[src/rtl/sdi_pkg.sv]
package sdi_pkg;

  typedef enum logic [3:0] {
    ST_GO_IDLE, ST_IF_COND, ST_OP_COND, ST_ALL_CID, ST_REL_ADDR,
    ST_SELECT, ST_PULLUP, ST_STATUS, ST_DESELECT, ST_CSD, ST_CID,
    ST_RESELECT, ST_BUSWIDTH
  } step_e;

  typedef enum logic [2:0] {
    E_NONE = 3'd0, E_NORESP = 3'd1, E_UNUSABLE = 3'd2, E_NOT_SD = 3'd3,
    E_BUSY_TO = 3'd4, E_RCA = 3'd5, E_TYPE = 3'd6, E_APP = 3'd7
  } err_e;

  localparam logic [15:0] IF_ECHO    = 16'h01AA;
  localparam logic [31:0] OCR_WINDOW = 32'h00FF8000;
  localparam logic [5:0]  APP_PREFIX = 6'd55;

  function automatic logic [5:0] step_index(step_e s);
    case (s)
      ST_GO_IDLE:  return 6'd0;
      ST_IF_COND:  return 6'd8;
      ST_OP_COND:  return 6'd41;
      ST_ALL_CID:  return 6'd2;
      ST_REL_ADDR: return 6'd3;
      ST_PULLUP:   return 6'd42;
      ST_STATUS:   return 6'd13;
      ST_CSD:      return 6'd9;
      ST_CID:      return 6'd10;
      ST_BUSWIDTH: return 6'd6;
      default:     return 6'd7;
    endcase
  endfunction

  function automatic logic step_is_app(step_e s);
    return (s == ST_OP_COND) || (s == ST_PULLUP) ||
           (s == ST_STATUS)  || (s == ST_BUSWIDTH);
  endfunction

  function automatic step_e step_after(step_e s, logic keep_pullup_step);
    case (s)
      ST_GO_IDLE:  return ST_IF_COND;
      ST_IF_COND:  return ST_OP_COND;
      ST_OP_COND:  return ST_ALL_CID;
      ST_ALL_CID:  return ST_REL_ADDR;
      ST_REL_ADDR: return ST_SELECT;
      ST_SELECT:   return keep_pullup_step ? ST_PULLUP : ST_STATUS;
      ST_PULLUP:   return ST_STATUS;
      ST_STATUS:   return ST_DESELECT;
      ST_DESELECT: return ST_CSD;
      ST_CSD:      return ST_CID;
      ST_CID:      return ST_RESELECT;
      ST_RESELECT: return ST_BUSWIDTH;
      default:     return ST_BUSWIDTH;
    endcase
  endfunction

  function automatic logic step_uses_rca(step_e s);
    return (s == ST_SELECT) || (s == ST_CSD) || (s == ST_CID) || (s == ST_RESELECT);
  endfunction

  function automatic logic [31:0] op_cond_arg(logic hcs);
    return OCR_WINDOW | {1'b0, hcs, 30'd0};
  endfunction

  function automatic logic limit_hit(logic [31:0] count_now, logic [31:0] limit);
    return (count_now + 32'd1) >= limit;
  endfunction

endpackage

[src/rtl/sdi_warmup.sv]
module sdi_warmup #(
  parameter int CYCLES = 74
) (
  input  logic clk,
  input  logic rst_n,
  input  logic run,
  output logic finished
);
  localparam int CW = $clog2(CYCLES + 1);
  localparam logic [CW-1:0] LAST = CW'(CYCLES - 1);

  logic [CW-1:0] cnt_q;

  always_ff @(posedge clk or negedge rst_n) begin
    if (!rst_n)         cnt_q <= '0;
    else if (!run)      cnt_q <= '0;
    else if (!finished) cnt_q <= cnt_q + 1'b1;
  end

  assign finished = run && (cnt_q == LAST);

  p_warm_span_r1: assert property (@(posedge clk) disable iff (!rst_n)
    (run && !finished) |=> (run ? (cnt_q == $past(cnt_q) + 1'b1) : 1'b1));
endmodule

[src/rtl/sdi_limit_ctr.sv]
module sdi_limit_ctr #(
  parameter int W = 16
) (
  input  logic         clk,
  input  logic         rst_n,
  input  logic         clr,
  input  logic         inc,
  input  logic [W-1:0] limit,
  output logic         reached
);
  import sdi_pkg::*;

  logic [W-1:0] cnt_q;

  always_ff @(posedge clk or negedge rst_n) begin
    if (!rst_n)   cnt_q <= '0;
    else if (clr) cnt_q <= '0;
    else if (inc && !reached) cnt_q <= cnt_q + 1'b1;
  end

  assign reached = inc && limit_hit(32'(cnt_q), 32'(limit));

  p_count_below_limit_r5: assert property (@(posedge clk) disable iff (!rst_n)
    (inc && !reached) |=> (32'(cnt_q) < 32'(limit)));
endmodule

[src/rtl/sdi_rsp_check.sv]
module sdi_rsp_check (
  input  logic [31:0] rsp_data,
  output logic        echo_ok,
  output logic        ocr_ready,
  output logic        ocr_ccs,
  output logic [15:0] rca_val,
  output logic        rca_zero,
  output logic        type_bad
);
  import sdi_pkg::*;

  assign echo_ok   = (rsp_data[15:0] == IF_ECHO);
  assign ocr_ready = rsp_data[31];
  assign ocr_ccs   = rsp_data[30];
  assign rca_val   = rsp_data[31:16];
  assign rca_zero  = (rsp_data[31:16] == 16'd0);
  assign type_bad  = (rsp_data[31:24] != 8'd0);
endmodule

[src/rtl/sd_init_seq.sv]
module sd_init_seq #(
  parameter int WARM_CYCLES = 74,
  parameter int RCA_TRIES   = 4,
  parameter int LIMW        = 16
) (
  input  logic            clk,
  input  logic            rst_n,
  input  logic            start,
  input  logic            use_spi,
  input  logic            host_hc,
  input  logic            drop_pullup,
  input  logic            wide_bus,
  input  logic [LIMW-1:0] acmd41_limit,
  output logic            cmd_req,
  output logic [5:0]      cmd_idx,
  output logic [31:0]     cmd_arg,
  input  logic            rsp_valid,
  input  logic            rsp_timeout,
  input  logic [31:0]     rsp_data,
  output logic            cmd_idle_high,
  output logic            dat3_low,
  output logic            busy,
  output logic            done,
  output logic            error,
  output logic [2:0]      err_code,
  output logic [15:0]     rca,
  output logic            high_cap,
  output logic            card_v2
);
  import sdi_pkg::*;

  localparam int RCW = $clog2(RCA_TRIES + 1);
  localparam logic [RCW-1:0] RCA_LIM = RCW'(RCA_TRIES);

  typedef enum logic [2:0] {S_IDLE, S_WARM, S_GAP, S_WAIT, S_DONE, S_ERR} state_e;

  state_e          state_q;
  step_e           step_q;
  logic            app_q, v2_q, hc_q, spi_q, hcfg_q, drop_q, wide_q;
  logic [15:0]     rca_q;
  err_e            err_q;
  logic [LIMW-1:0] lim_q;

  // named events for the checks
  logic  accept_start, ev_rsp, ev_main, ev_busy, ev_busy_exhaust, ev_rca_zero;
  logic  warm_done, busy_reached, rca_reached;
  logic  echo_ok, ocr_ready, ocr_ccs, rca_zero, type_bad;
  logic [15:0] rca_val;
  step_e nxt_step;
  logic  nxt_app;

  assign accept_start = start && (state_q == S_IDLE || state_q == S_DONE || state_q == S_ERR);
  assign ev_rsp       = (state_q == S_WAIT) && rsp_valid;
  assign ev_main      = ev_rsp && !app_q;
  assign ev_busy      = ev_main && (step_q == ST_OP_COND) && !rsp_timeout && !ocr_ready;
  assign ev_busy_exhaust = ev_busy && busy_reached;
  assign ev_rca_zero  = ev_main && (step_q == ST_REL_ADDR) && !rsp_timeout && rca_zero;
  assign nxt_step     = step_after(step_q, drop_q);
  assign nxt_app      = step_is_app(nxt_step);

  sdi_warmup #(.CYCLES(WARM_CYCLES)) u_warm (
    .clk(clk), .rst_n(rst_n), .run(state_q == S_WARM), .finished(warm_done));

  sdi_limit_ctr #(.W(LIMW)) u_busy_ctr (
    .clk(clk), .rst_n(rst_n), .clr(accept_start), .inc(ev_busy),
    .limit(lim_q), .reached(busy_reached));

  sdi_limit_ctr #(.W(RCW)) u_rca_ctr (
    .clk(clk), .rst_n(rst_n), .clr(accept_start), .inc(ev_rca_zero),
    .limit(RCA_LIM), .reached(rca_reached));

  sdi_rsp_check u_chk (
    .rsp_data(rsp_data), .echo_ok(echo_ok), .ocr_ready(ocr_ready),
    .ocr_ccs(ocr_ccs), .rca_val(rca_val), .rca_zero(rca_zero), .type_bad(type_bad));

  always_ff @(posedge clk or negedge rst_n) begin
    if (!rst_n) begin
      state_q <= S_IDLE;  step_q <= ST_GO_IDLE; app_q <= 1'b0;
      v2_q <= 1'b0; hc_q <= 1'b0; spi_q <= 1'b0; hcfg_q <= 1'b0;
      drop_q <= 1'b0; wide_q <= 1'b0; rca_q <= '0; err_q <= E_NONE; lim_q <= '0;
    end else begin
      case (state_q)
        S_IDLE, S_DONE, S_ERR: begin
          if (accept_start) begin
            state_q <= S_WARM;  step_q <= ST_GO_IDLE; app_q <= 1'b0;
            v2_q <= 1'b0; hc_q <= 1'b0; rca_q <= '0; err_q <= E_NONE;
            spi_q <= use_spi; hcfg_q <= host_hc; drop_q <= drop_pullup;
            wide_q <= wide_bus; lim_q <= acmd41_limit;
          end
        end
        S_WARM: if (warm_done) state_q <= S_WAIT;
        S_GAP:  state_q <= S_WAIT;
        S_WAIT: begin
          if (rsp_valid) begin
            state_q <= S_GAP;
            if (app_q) begin
              if (rsp_timeout) begin state_q <= S_ERR; err_q <= E_APP; end
              else app_q <= 1'b0;
            end else begin
              case (step_q)
                ST_GO_IDLE: begin
                  if (spi_q) state_q <= S_DONE;
                  else begin step_q <= nxt_step; app_q <= nxt_app; end
                end
                ST_IF_COND: begin
                  if (rsp_timeout || echo_ok) begin
                    v2_q <= !rsp_timeout; step_q <= nxt_step; app_q <= nxt_app;
                  end else begin state_q <= S_ERR; err_q <= E_UNUSABLE; end
                end
                ST_OP_COND: begin
                  if (rsp_timeout) begin state_q <= S_ERR; err_q <= E_NOT_SD; end
                  else if (ocr_ready) begin
                    hc_q <= ocr_ccs && v2_q; step_q <= nxt_step; app_q <= nxt_app;
                  end else if (busy_reached) begin state_q <= S_ERR; err_q <= E_BUSY_TO; end
                  else app_q <= 1'b1;
                end
                ST_REL_ADDR: begin
                  if (rsp_timeout) begin state_q <= S_ERR; err_q <= E_NORESP; end
                  else if (rca_zero) begin
                    if (rca_reached) begin state_q <= S_ERR; err_q <= E_RCA; end
                  end else begin
                    rca_q <= rca_val; step_q <= nxt_step; app_q <= nxt_app;
                  end
                end
                ST_STATUS: begin
                  if (rsp_timeout) begin state_q <= S_ERR; err_q <= E_NORESP; end
                  else if (type_bad) begin state_q <= S_ERR; err_q <= E_TYPE; end
                  else begin step_q <= nxt_step; app_q <= nxt_app; end
                end
                ST_DESELECT: begin step_q <= nxt_step; app_q <= nxt_app; end
                ST_BUSWIDTH: begin
                  if (rsp_timeout) begin state_q <= S_ERR; err_q <= E_NORESP; end
                  else state_q <= S_DONE;
                end
                default: begin
                  if (rsp_timeout) begin state_q <= S_ERR; err_q <= E_NORESP; end
                  else begin step_q <= nxt_step; app_q <= nxt_app; end
                end
              endcase
            end
          end
        end
        default: state_q <= S_IDLE;
      endcase
    end
  end

  always_comb begin
    cmd_arg = 32'd0;
    if (app_q) cmd_arg = {rca_q, 16'd0};
    else if (step_q == ST_IF_COND) cmd_arg = {16'd0, IF_ECHO};
    else if (step_q == ST_OP_COND) cmd_arg = op_cond_arg(hcfg_q && v2_q);
    else if (step_uses_rca(step_q)) cmd_arg = {rca_q, 16'd0};
    else if (step_q == ST_BUSWIDTH) cmd_arg = wide_q ? 32'd2 : 32'd0;
  end

  assign cmd_idx       = app_q ? APP_PREFIX : step_index(step_q);
  assign cmd_req       = (state_q == S_WAIT);
  assign cmd_idle_high = (state_q == S_WARM);
  assign dat3_low      = spi_q;
  assign busy          = (state_q == S_WARM) || (state_q == S_GAP) || (state_q == S_WAIT);
  assign done          = (state_q == S_DONE);
  assign error         = (state_q == S_ERR);
  assign err_code      = err_q;
  assign rca           = rca_q;
  assign high_cap      = hc_q;
  assign card_v2       = v2_q;

  p_req_hold_r12: assert property (@(posedge clk) disable iff (!rst_n)
    (cmd_req && !rsp_valid) |=> (cmd_req && $stable(cmd_idx) && $stable(cmd_arg)));
  p_req_gap_r12: assert property (@(posedge clk) disable iff (!rst_n)
    (cmd_req && rsp_valid) |=> !cmd_req);
  p_warm_quiet_r1: assert property (@(posedge clk) disable iff (!rst_n)
    cmd_idle_high |-> !cmd_req);
  p_spi_only_cmd0_r2: assert property (@(posedge clk) disable iff (!rst_n)
    (dat3_low && cmd_req) |-> (cmd_idx == 6'd0));
  p_busy_limit_r5: assert property (@(posedge clk) disable iff (!rst_n)
    ev_busy_exhaust |=> (error && err_code == 3'd4));
  p_rca_nonzero_r8: assert property (@(posedge clk) disable iff (!rst_n)
    (done && !dat3_low) |-> (rca != 16'd0));
  p_done_err_excl_r11: assert property (@(posedge clk) disable iff (!rst_n)
    !(done && error));
  p_err_quiet_r11: assert property (@(posedge clk) disable iff (!rst_n)
    error |-> !cmd_req);
endmodule

[config.mk]
export PLATFORM = sky130hd
export DESIGN_NAME = sd_init_seq
export DESIGN_NICKNAME = d
export VERILOG_FILES = /design/src/rtl/sdi_pkg.sv /design/src/rtl/sdi_warmup.sv /design/src/rtl/sdi_limit_ctr.sv /design/src/rtl/sdi_rsp_check.sv /design/src/rtl/sd_init_seq.sv
export SDC_FILE = /design/constraint.sdc
export NUM_CORES = 1
export LEC_CHECK = 0
export ABC_AREA = 0
export BUFFER_PORTS_ARGS = -buffer_cell sky130_fd_sc_hd__buf_2
export CORE_UTILIZATION = 50
export DETAILED_ROUTE_END_ITERATION = 10
export GPL_TIMING_DRIVEN = 0
export PLACE_DENSITY = 0.86
export RECOVER_POWER = 50
export SLEW_MARGIN = 30
export SYNTH_ARGS = -nofsm -noshare
export SYNTH_HDL_FRONTEND = slang
export SYNTH_SLANG_ARGS = --single-unit
[constraint.sdc]
create_clock -name clk -period 4.5 [get_ports clk]
set_clock_uncertainty 0.15 [all_clocks]
set_input_delay 0.45 -clock clk [delete_from_list [all_inputs] [get_ports clk]]
set_output_delay 0.45 -clock clk [all_outputs]
set_load 0.01 [all_outputs]
==> results of run 1 <==
-- cell families after synthesis --
group                    Yosys count
flip-flops                        75
multiplexers                      10
AND/OR/NAND/NOR                  247
buffers and inverters             94
AO/OA/AOI/OAI                    146
adder cells (fa/ha/maj)           26
XOR/XNOR                          11
other                              1
-- critical path, cell delays in order (launching register included) --
cell and delay [ns]:
dfrtp_1 0.44, ha_1 0.25, nand4_1 0.28, nor3_1 0.41, nand3_1 0.15, or2_2 0.30
nand2_1 0.07, ha_1 0.24, nand4_1 0.17, nor4_1 0.10, a32oi_1 0.30, nand3_1 0.27
o211ai_1 0.57, mux2_2 0.40
-- cells in the final DEF, fill, tap and decap left out, types with 6 or more instances in the layout --
master	n
clkbuf_1	41
a211oi_1	8
nand4_1	10
a21oi_1	25
xnor2_1	9
o21ai_0	59
nor2_1	44
buf_4	15
nand2b_1	20
a31oi_1	6
nor4_1	8
dfrtp_1	75
clkbuf_8	22
a21o_1	9
ha_1	26
nand2_1	75
conb_1	10
mux2_2	6
inv_1	46
buf_2	86
nand3_1	33
nor3_1	11
-- worst paths after layout --
check / from / endpoint / slack (ns)
min reg2reg: drop_q / drop_q / 0.33
min in group asynchronous: rst_n / rca[8] / 0.75
max in group asynchronous: rst_n / u_busy_ctr.cnt_q[1] / 1.51
max reg2reg: u_busy_ctr.cnt_q[0] / err_code[0] / 0.28
min: drop_pullup / drop_q / 0.14
max: u_busy_ctr.cnt_q[0] / err_code[0] / 0.28
-- per-stage QoR --
step	utilization [%]	hold WS, ns	cell area [um^2]	worst slack [ns]
5_1_grt	61.7	0.138	6090	0.0287
2_1_floorplan	-	0.00441	5190	1.25
6_report	61.7	0.138	6090	0.282
4_1_cts	62.3	0.131	6140	0.362
3_5_place_dp	60.1	0.231	5930	0.415
3_3_place_gp	59.8	0.310	5900	0.454
-- area by class of cell --
class | count | area, um^2
tap | 133 | 166
timing repair buffer | 111 | 532
clock inverter | 6 | 65.1
clock buffer | 10 | 138
buffer | 47 | 360
inverter | 47 | 176
sequential | 75 | 1880
fill | 884 | 3780
multi-input combinational | 450 | 2770
-- routing by layer --
layer / up-vias / share of wire [%] / track usage (%)
met3: 36 / 6.9 / 5.73
met1: 2398 / 41 / 33.5
met4: 0 / 2.6 / 9.73
li1: 2370 / - / -
met5: - / 0 / 0
met2: 236 / 50 / 47.5
-- synth_stat cells (3+ instances only) --
cell and n:
or4_1 3, nand4_1 10, and3_1 4, nand2_1 75, ha_1 26, nand2b_1 20, clkbuf_1 17, nor3_1 11
a31o_2 3, and2_1 3, a21o_1 9, xnor2_1 9, dfrtp_1 75, a21oi_1 25, a211oi_1 8, mux2i_1 4
a32o_1 4, inv_1 46, nor2_1 44, or3_1 5, clkbuf_8 12, nand3_1 33, o31ai_1 4, o21ai_0 59
buf_4 15, nor2b_1 5, nand3b_1 3, a31oi_1 6, or2_2 4, nor4_1 8, mux2_2 6
-- timing repair --
action | in CTS | in global routing
hold endpoints to repair | 22 | 0
resized for setup | 0 | 0
hold buffers | 1 | 0
-- sequential cells by signal, summed over array words and instances (netlist names) --
register / flops
u_busy_ctr.cnt_q: 16
state_q: 3
dat3_low: 1
app_q: 1
wide_q: 1
rca: 16
drop_q: 1
high_cap: 1
err_code: 3
step_q: 4
card_v2: 1
hcfg_q: 1
lim_q: 16
u_warm.cnt_q: 7
u_rca_ctr.cnt_q: 3
-- power by group --
part	switching [W]	internal, W	total, W
Clock	0.000269	0.000271	0.000540
Combinational	0.000990	0.000592	0.00158
Sequential	0.000122	0.000875	0.000997
==> flow_summary.json, run 1 <==
{
  "dp.cells": 862,
  "grtUsageTotal_pct": 27.3,
  "synth_seq_cells": 75,
  "die_x_um": 104,
  "synth-async-reset-ratio_pct": 100,
  "synth_ff_type": "dfrtp_1",
  "synthXorXnorAreaFrac_pct": 1.87,
  "area_delta_synth_final_pct": 18.1,
  "drt_iter0_drc": 344,
  "synth_compound_area_share_pct": 18.3,
  "fp-row-count": 36,
  "routed_wl_mm": 14.3,
  "maxSlewHeadroom_pct": 11.7,
  "wl_per_cell_um": 16.3,
  "vias": 5040,
  "required_ns": 4.60,
  "cts_tree": "built",
  "slew_viol_final": 0,
  "p_per_area_nw_per_um2": 512,
  "final_hold_viol_count": 0,
  "vdd_drop_max_mv": 0.277,
  "layout_min_cycle_time_ns": 4.22,
  "drc": 0,
  "worst_hold_path_type": "in -> reg",
  "stdcell_count": 879,
  "routabilityCongestion": 0.921,
  "syn_inst": 610,
  "clock_sinks": 75,
  "die_area_um2": 10700,
  "numCtsBuffers": 9,
  "ys_seq_area_share_pct": 36.4,
  "clkLatencyLatePin_ns": 0.36,
  "antenna_found_initial": 0,
  "dp_hpwl_mm": 11.1,
  "synth_cell_types": 74,
  "arrival_ns": 4.32,
  "synth_top_family_by_area": "simple AND/OR/NAND/NOR gates",
  "ctsRootBufferMaster": "clkbuf_8",
  "core_um2": 9860,
  "num_io_pins": 122,
  "clock_path_buffers": 2,
  "htreeDepth": 3,
  "synth_edf_count": 0,
  "io_buffers": 109,
  "status": "complete, no violations",
  "ys_warn_count": 0,
  "power.total_w": 0.00312,
  "firstDrtPassIters": 5,
  "synth_area_leaders": "dfrtp_1 (36%), ha_1 (6.3%), o21ai_0 (5.7%)",
  "synthAdderAreaFrac_pct": 6.31,
  "fp.dieH_um": 104,
  "whs_path_depth": 3,
  "cts_setup_buffers": 0,
  "fin_setup_tns_ns": 0,
  "avgSynthCellArea_um2": 8.45,
  "fmax_mhz": 237,
  "worstRegToRegCells": 13,
  "max_cap_viol_count": 0,
  "p_leak_nw": 2.99,
  "grt_pass1_wl_mm": 23.5,
  "yosys.area.top_type_share_pct": 36.4,
  "grt_pass1_vias": 4833,
  "ant_nets": 0,
  "tightest_slew_ns": 1.32,
  "via_per_inst": 5.73,
  "initial_core_util_pct": 52.2,
  "overflow": 0,
  "setup_viol": 0,
  "drive_gt1_share_pct": 21.4,
  "antenna_cells": 0,
  "cp-start-kind": "flop",
  "clkTransAtPathRegs_ns": 0.08,
  "syn_area_um2": 5150,
  "yosys.area.top_type": "dfrtp_1",
  "worstSetupEndpointType": "flop",
  "fin_crit_sh_pct": 93.7,
  "critPathMaxFanout": 7,
  "rsz0062_at_grt": "no",
  "nets": 824,
  "path_class": "reg -> reg",
  "grt_max_degree": 54,
  "synth_mux_area_share_pct": 2.09,
  "synth_simple_gate_area_share_pct": 24.5
}
No activity file was read; power rests on OpenSTA's default activity.
==> run 2, diff against run 1 <==
--- a/config.mk
+++ b/config.mk
@@ -10,8 +10,9 @@
 export CORE_UTILIZATION = 50
 export DETAILED_ROUTE_END_ITERATION = 10
 export GPL_TIMING_DRIVEN = 0
-export PLACE_DENSITY = 0.86
+export PLACE_DENSITY_LB_ADDON = 0.3
 export RECOVER_POWER = 50
+export SETUP_SLACK_MARGIN = 0.3
 export SLEW_MARGIN = 30
 export SYNTH_ARGS = -nofsm -noshare
 export SYNTH_HDL_FRONTEND = slang
==> flow_summary.json, run 2 (synthesized netlist as in run 1, its figures left out) <==
{
  "nets": 826,
  "core_um2": 9860,
  "worst_hold_path_type": "in -> reg",
  "antenna_found_initial": 0,
  "overflow": 0,
  "cp-start-kind": "flop",
  "clock_path_buffers": 2,
  "vias": 4923,
  "cp_cell_sequence": "ha_1 -> nand4_1 -> nor3_2 -> nand3_1 -> or2_2 -> nand2_1 -> ha_1 -> nand4_1 -> nor4_1 -> a32oi_1 -> nand4_1 -> and2_1 -> clkbuf_1 -> a21o_1",
  "fillCellCount": 878,
  "htreeDepth": 3,
  "timing.rr.start": "u_busy_ctr.cnt_q[0]",
  "grt_max_degree": 52,
  "ctsRootBufferMaster": "clkbuf_8",
  "routed_wl_mm": 14.4,
  "fmax_mhz": 262,
  "numCtsBuffers": 9,
  "grt_pass1_wl_mm": 23.6,
  "stdcell_count": 881,
  "crit_top_cell": "nand4_1",
  "hp-start": "host_hc",
  "via_per_inst": 5.59,
  "firstDrtPassIters": 5,
  "grtUsageTotal_pct": 27.8,
  "dp.cells": 862,
  "startpoint": "u_busy_ctr.cnt_q[0]",
  "arrival_ns": 3.93,
  "final_hold_viol_count": 0,
  "initial_core_util_pct": 52.2,
  "die_area_um2": 10700,
  "cp_top_family": "simple AND/OR/NAND/NOR gates",
  "cts_tree": "built",
  "max_cap_viol_count": 1,
  "drt_iter0_drc": 284,
  "rsz0062_at_grt": "no",
  "slowest_stage": "dfrtp_1",
  "violations": "max-capacitance violations, max-slew violations",
  "required_ns": 4.60,
  "num_io_pins": 122,
  "fin_area_um2": 6140,
  "dp_hpwl_mm": 10.7,
  "antenna_cells": 0,
  "path_class": "reg -> reg",
  "layout_min_cycle_time_ns": 3.82,
  "maxSlewHeadroom_pct": -2.22,
  "fin_crit_sh_pct": 85.0,
  "fin_setup_tns_ns": 0,
  "critPathMaxFanout": 8,
  "drive_gt1_share_pct": 21.9,
  "ant_nets": 0,
  "vdd_drop_max_mv": 0.256,
  "clkTransAtPathRegs_ns": 0.09,
  "critPathBufInv": 1,
  "routabilityCongestion": 0.923,
  "final_common_cell": "buf_2",
  "max_stage_delay_ns": 0.44,
  "final_cell_mix": "buf_2 (87), nand2_1 (75), dfrtp_1 (75)",
  "clock_sinks": 75,
  "tightest_slew_ns": 1.53,
  "wl_per_cell_um": 16.3,
  "p_per_area_nw_per_um2": 523,
  "worstSetupEndpointType": "flop",
  "io_buffers": 109,
  "clkLatencyLatePin_ns": 0.36,
  "placedInstanceArea_um2": 5930,
  "grt_pass1_vias": 4709,
  "fp-row-count": 36,
  "slew_viol_final": 26,
  "p_leak_nw": 3.01,
  "drc": 0,
  "die_x_um": 104,
  "setup_viol": 0,
  "status": "finished, violations left",
  "area_delta_synth_final_pct": 19.1,
  "fp.dieH_um": 104
}
-- run 2: cell types whose count changed in the layout (fill, tap and decap cells not counted), sizes merged --
cell,before,now
clkbuf,64,63
inv,46,48
bufinv,1,2
clkinv,5,2
buf,103,106
-- run 2: metrics by stage --
| step | setup slack (ns) | util [%] | hold WS, ns | power [W] |
|---|---|---|---|---|
| after detailed placement | 0.591 | 60.1 | 0.251 | 0.00259 |
| after global placement | 0.630 | 59.8 | 0.311 | 0.00255 |
| final | 0.676 | 62.2 | 0.135 | 0.00321 |
| after CTS | 0.526 | 62.6 | 0.125 | 0.00321 |
| after floorplan | 1.25 | - | 0.00441 | 0.00206 |
| after global routing | 0.307 | 62.2 | 0.119 | 0.00343 |
-- run 2: area by class of cell --
cell class / count / area, um^2 / area share, %
timing repair buffer: 113 / 547 / 8.91
tap: 133 / 166 / 2.71
buffer: 47 / 362 / 5.89
clock inverter: 6 / 93.8 / 1.53
sequential: 75 / 1880 / 30.6
inverter: 47 / 176 / 2.88
multi-input combinational: 450 / 2780 / 45.2
clock buffer: 10 / 138 / 2.24
-- run 2: layer usage --
metal  wire length [um]  vias to the layer above  global-route usage (%)
li1                   -                     2378                       -
met1               6180                     2316                    35.8
met2               6850                      204                    45.9
met3                968                       25                    5.35
met4                345                        0                    11.2
met5                  0                        -                       0
-- run 2: path summary, 6_finish.rpt --
kind                                       end  cells after the start  slack (ns)
setup / recovery           u_busy_ctr.cnt_q[6]                     14        0.68
hold / removal                          hcfg_q                      3        0.13
setup reg to reg           u_busy_ctr.cnt_q[6]                     14        0.68
hold reg to reg                         drop_q                      2        0.34
max in group asynchronous  u_busy_ctr.cnt_q[2]                      3        1.40
min in group asynchronous          err_code[0]                      2        0.84
-- run 2: worst reg2reg max path: cells and delay by family, from the launching register on --
| family | cells | cell delay [ns] |
|---|---|---|
| buffers and inverters | 1 | 0.22 |
| AND/OR/NAND/NOR | 9 | 1.89 |
| adder cells (fa/ha/maj) | 2 | 0.50 |
| AO/OA/AOI/OAI | 2 | 0.52 |
| flip-flops | 1 | 0.44 |
-- run 2: where the power goes --
group	internal, W	total, W	leakage, nW	switching (W)
logic	0.000602	0.00160	1.90	0.000996
registers	0.000874	0.000998	0.996	0.000124
clock network	0.000332	0.000613	0.113	0.000281
total	0.00181	0.00321	3.01	0.00140
-- run 2: timing repair --
action	4_1_cts	5_1_grt
hold endpoints to repair	24	0
buffers inserted	0	2
resized for setup	0	1
setup endpoints to repair	0	10
hold buffers	1	0
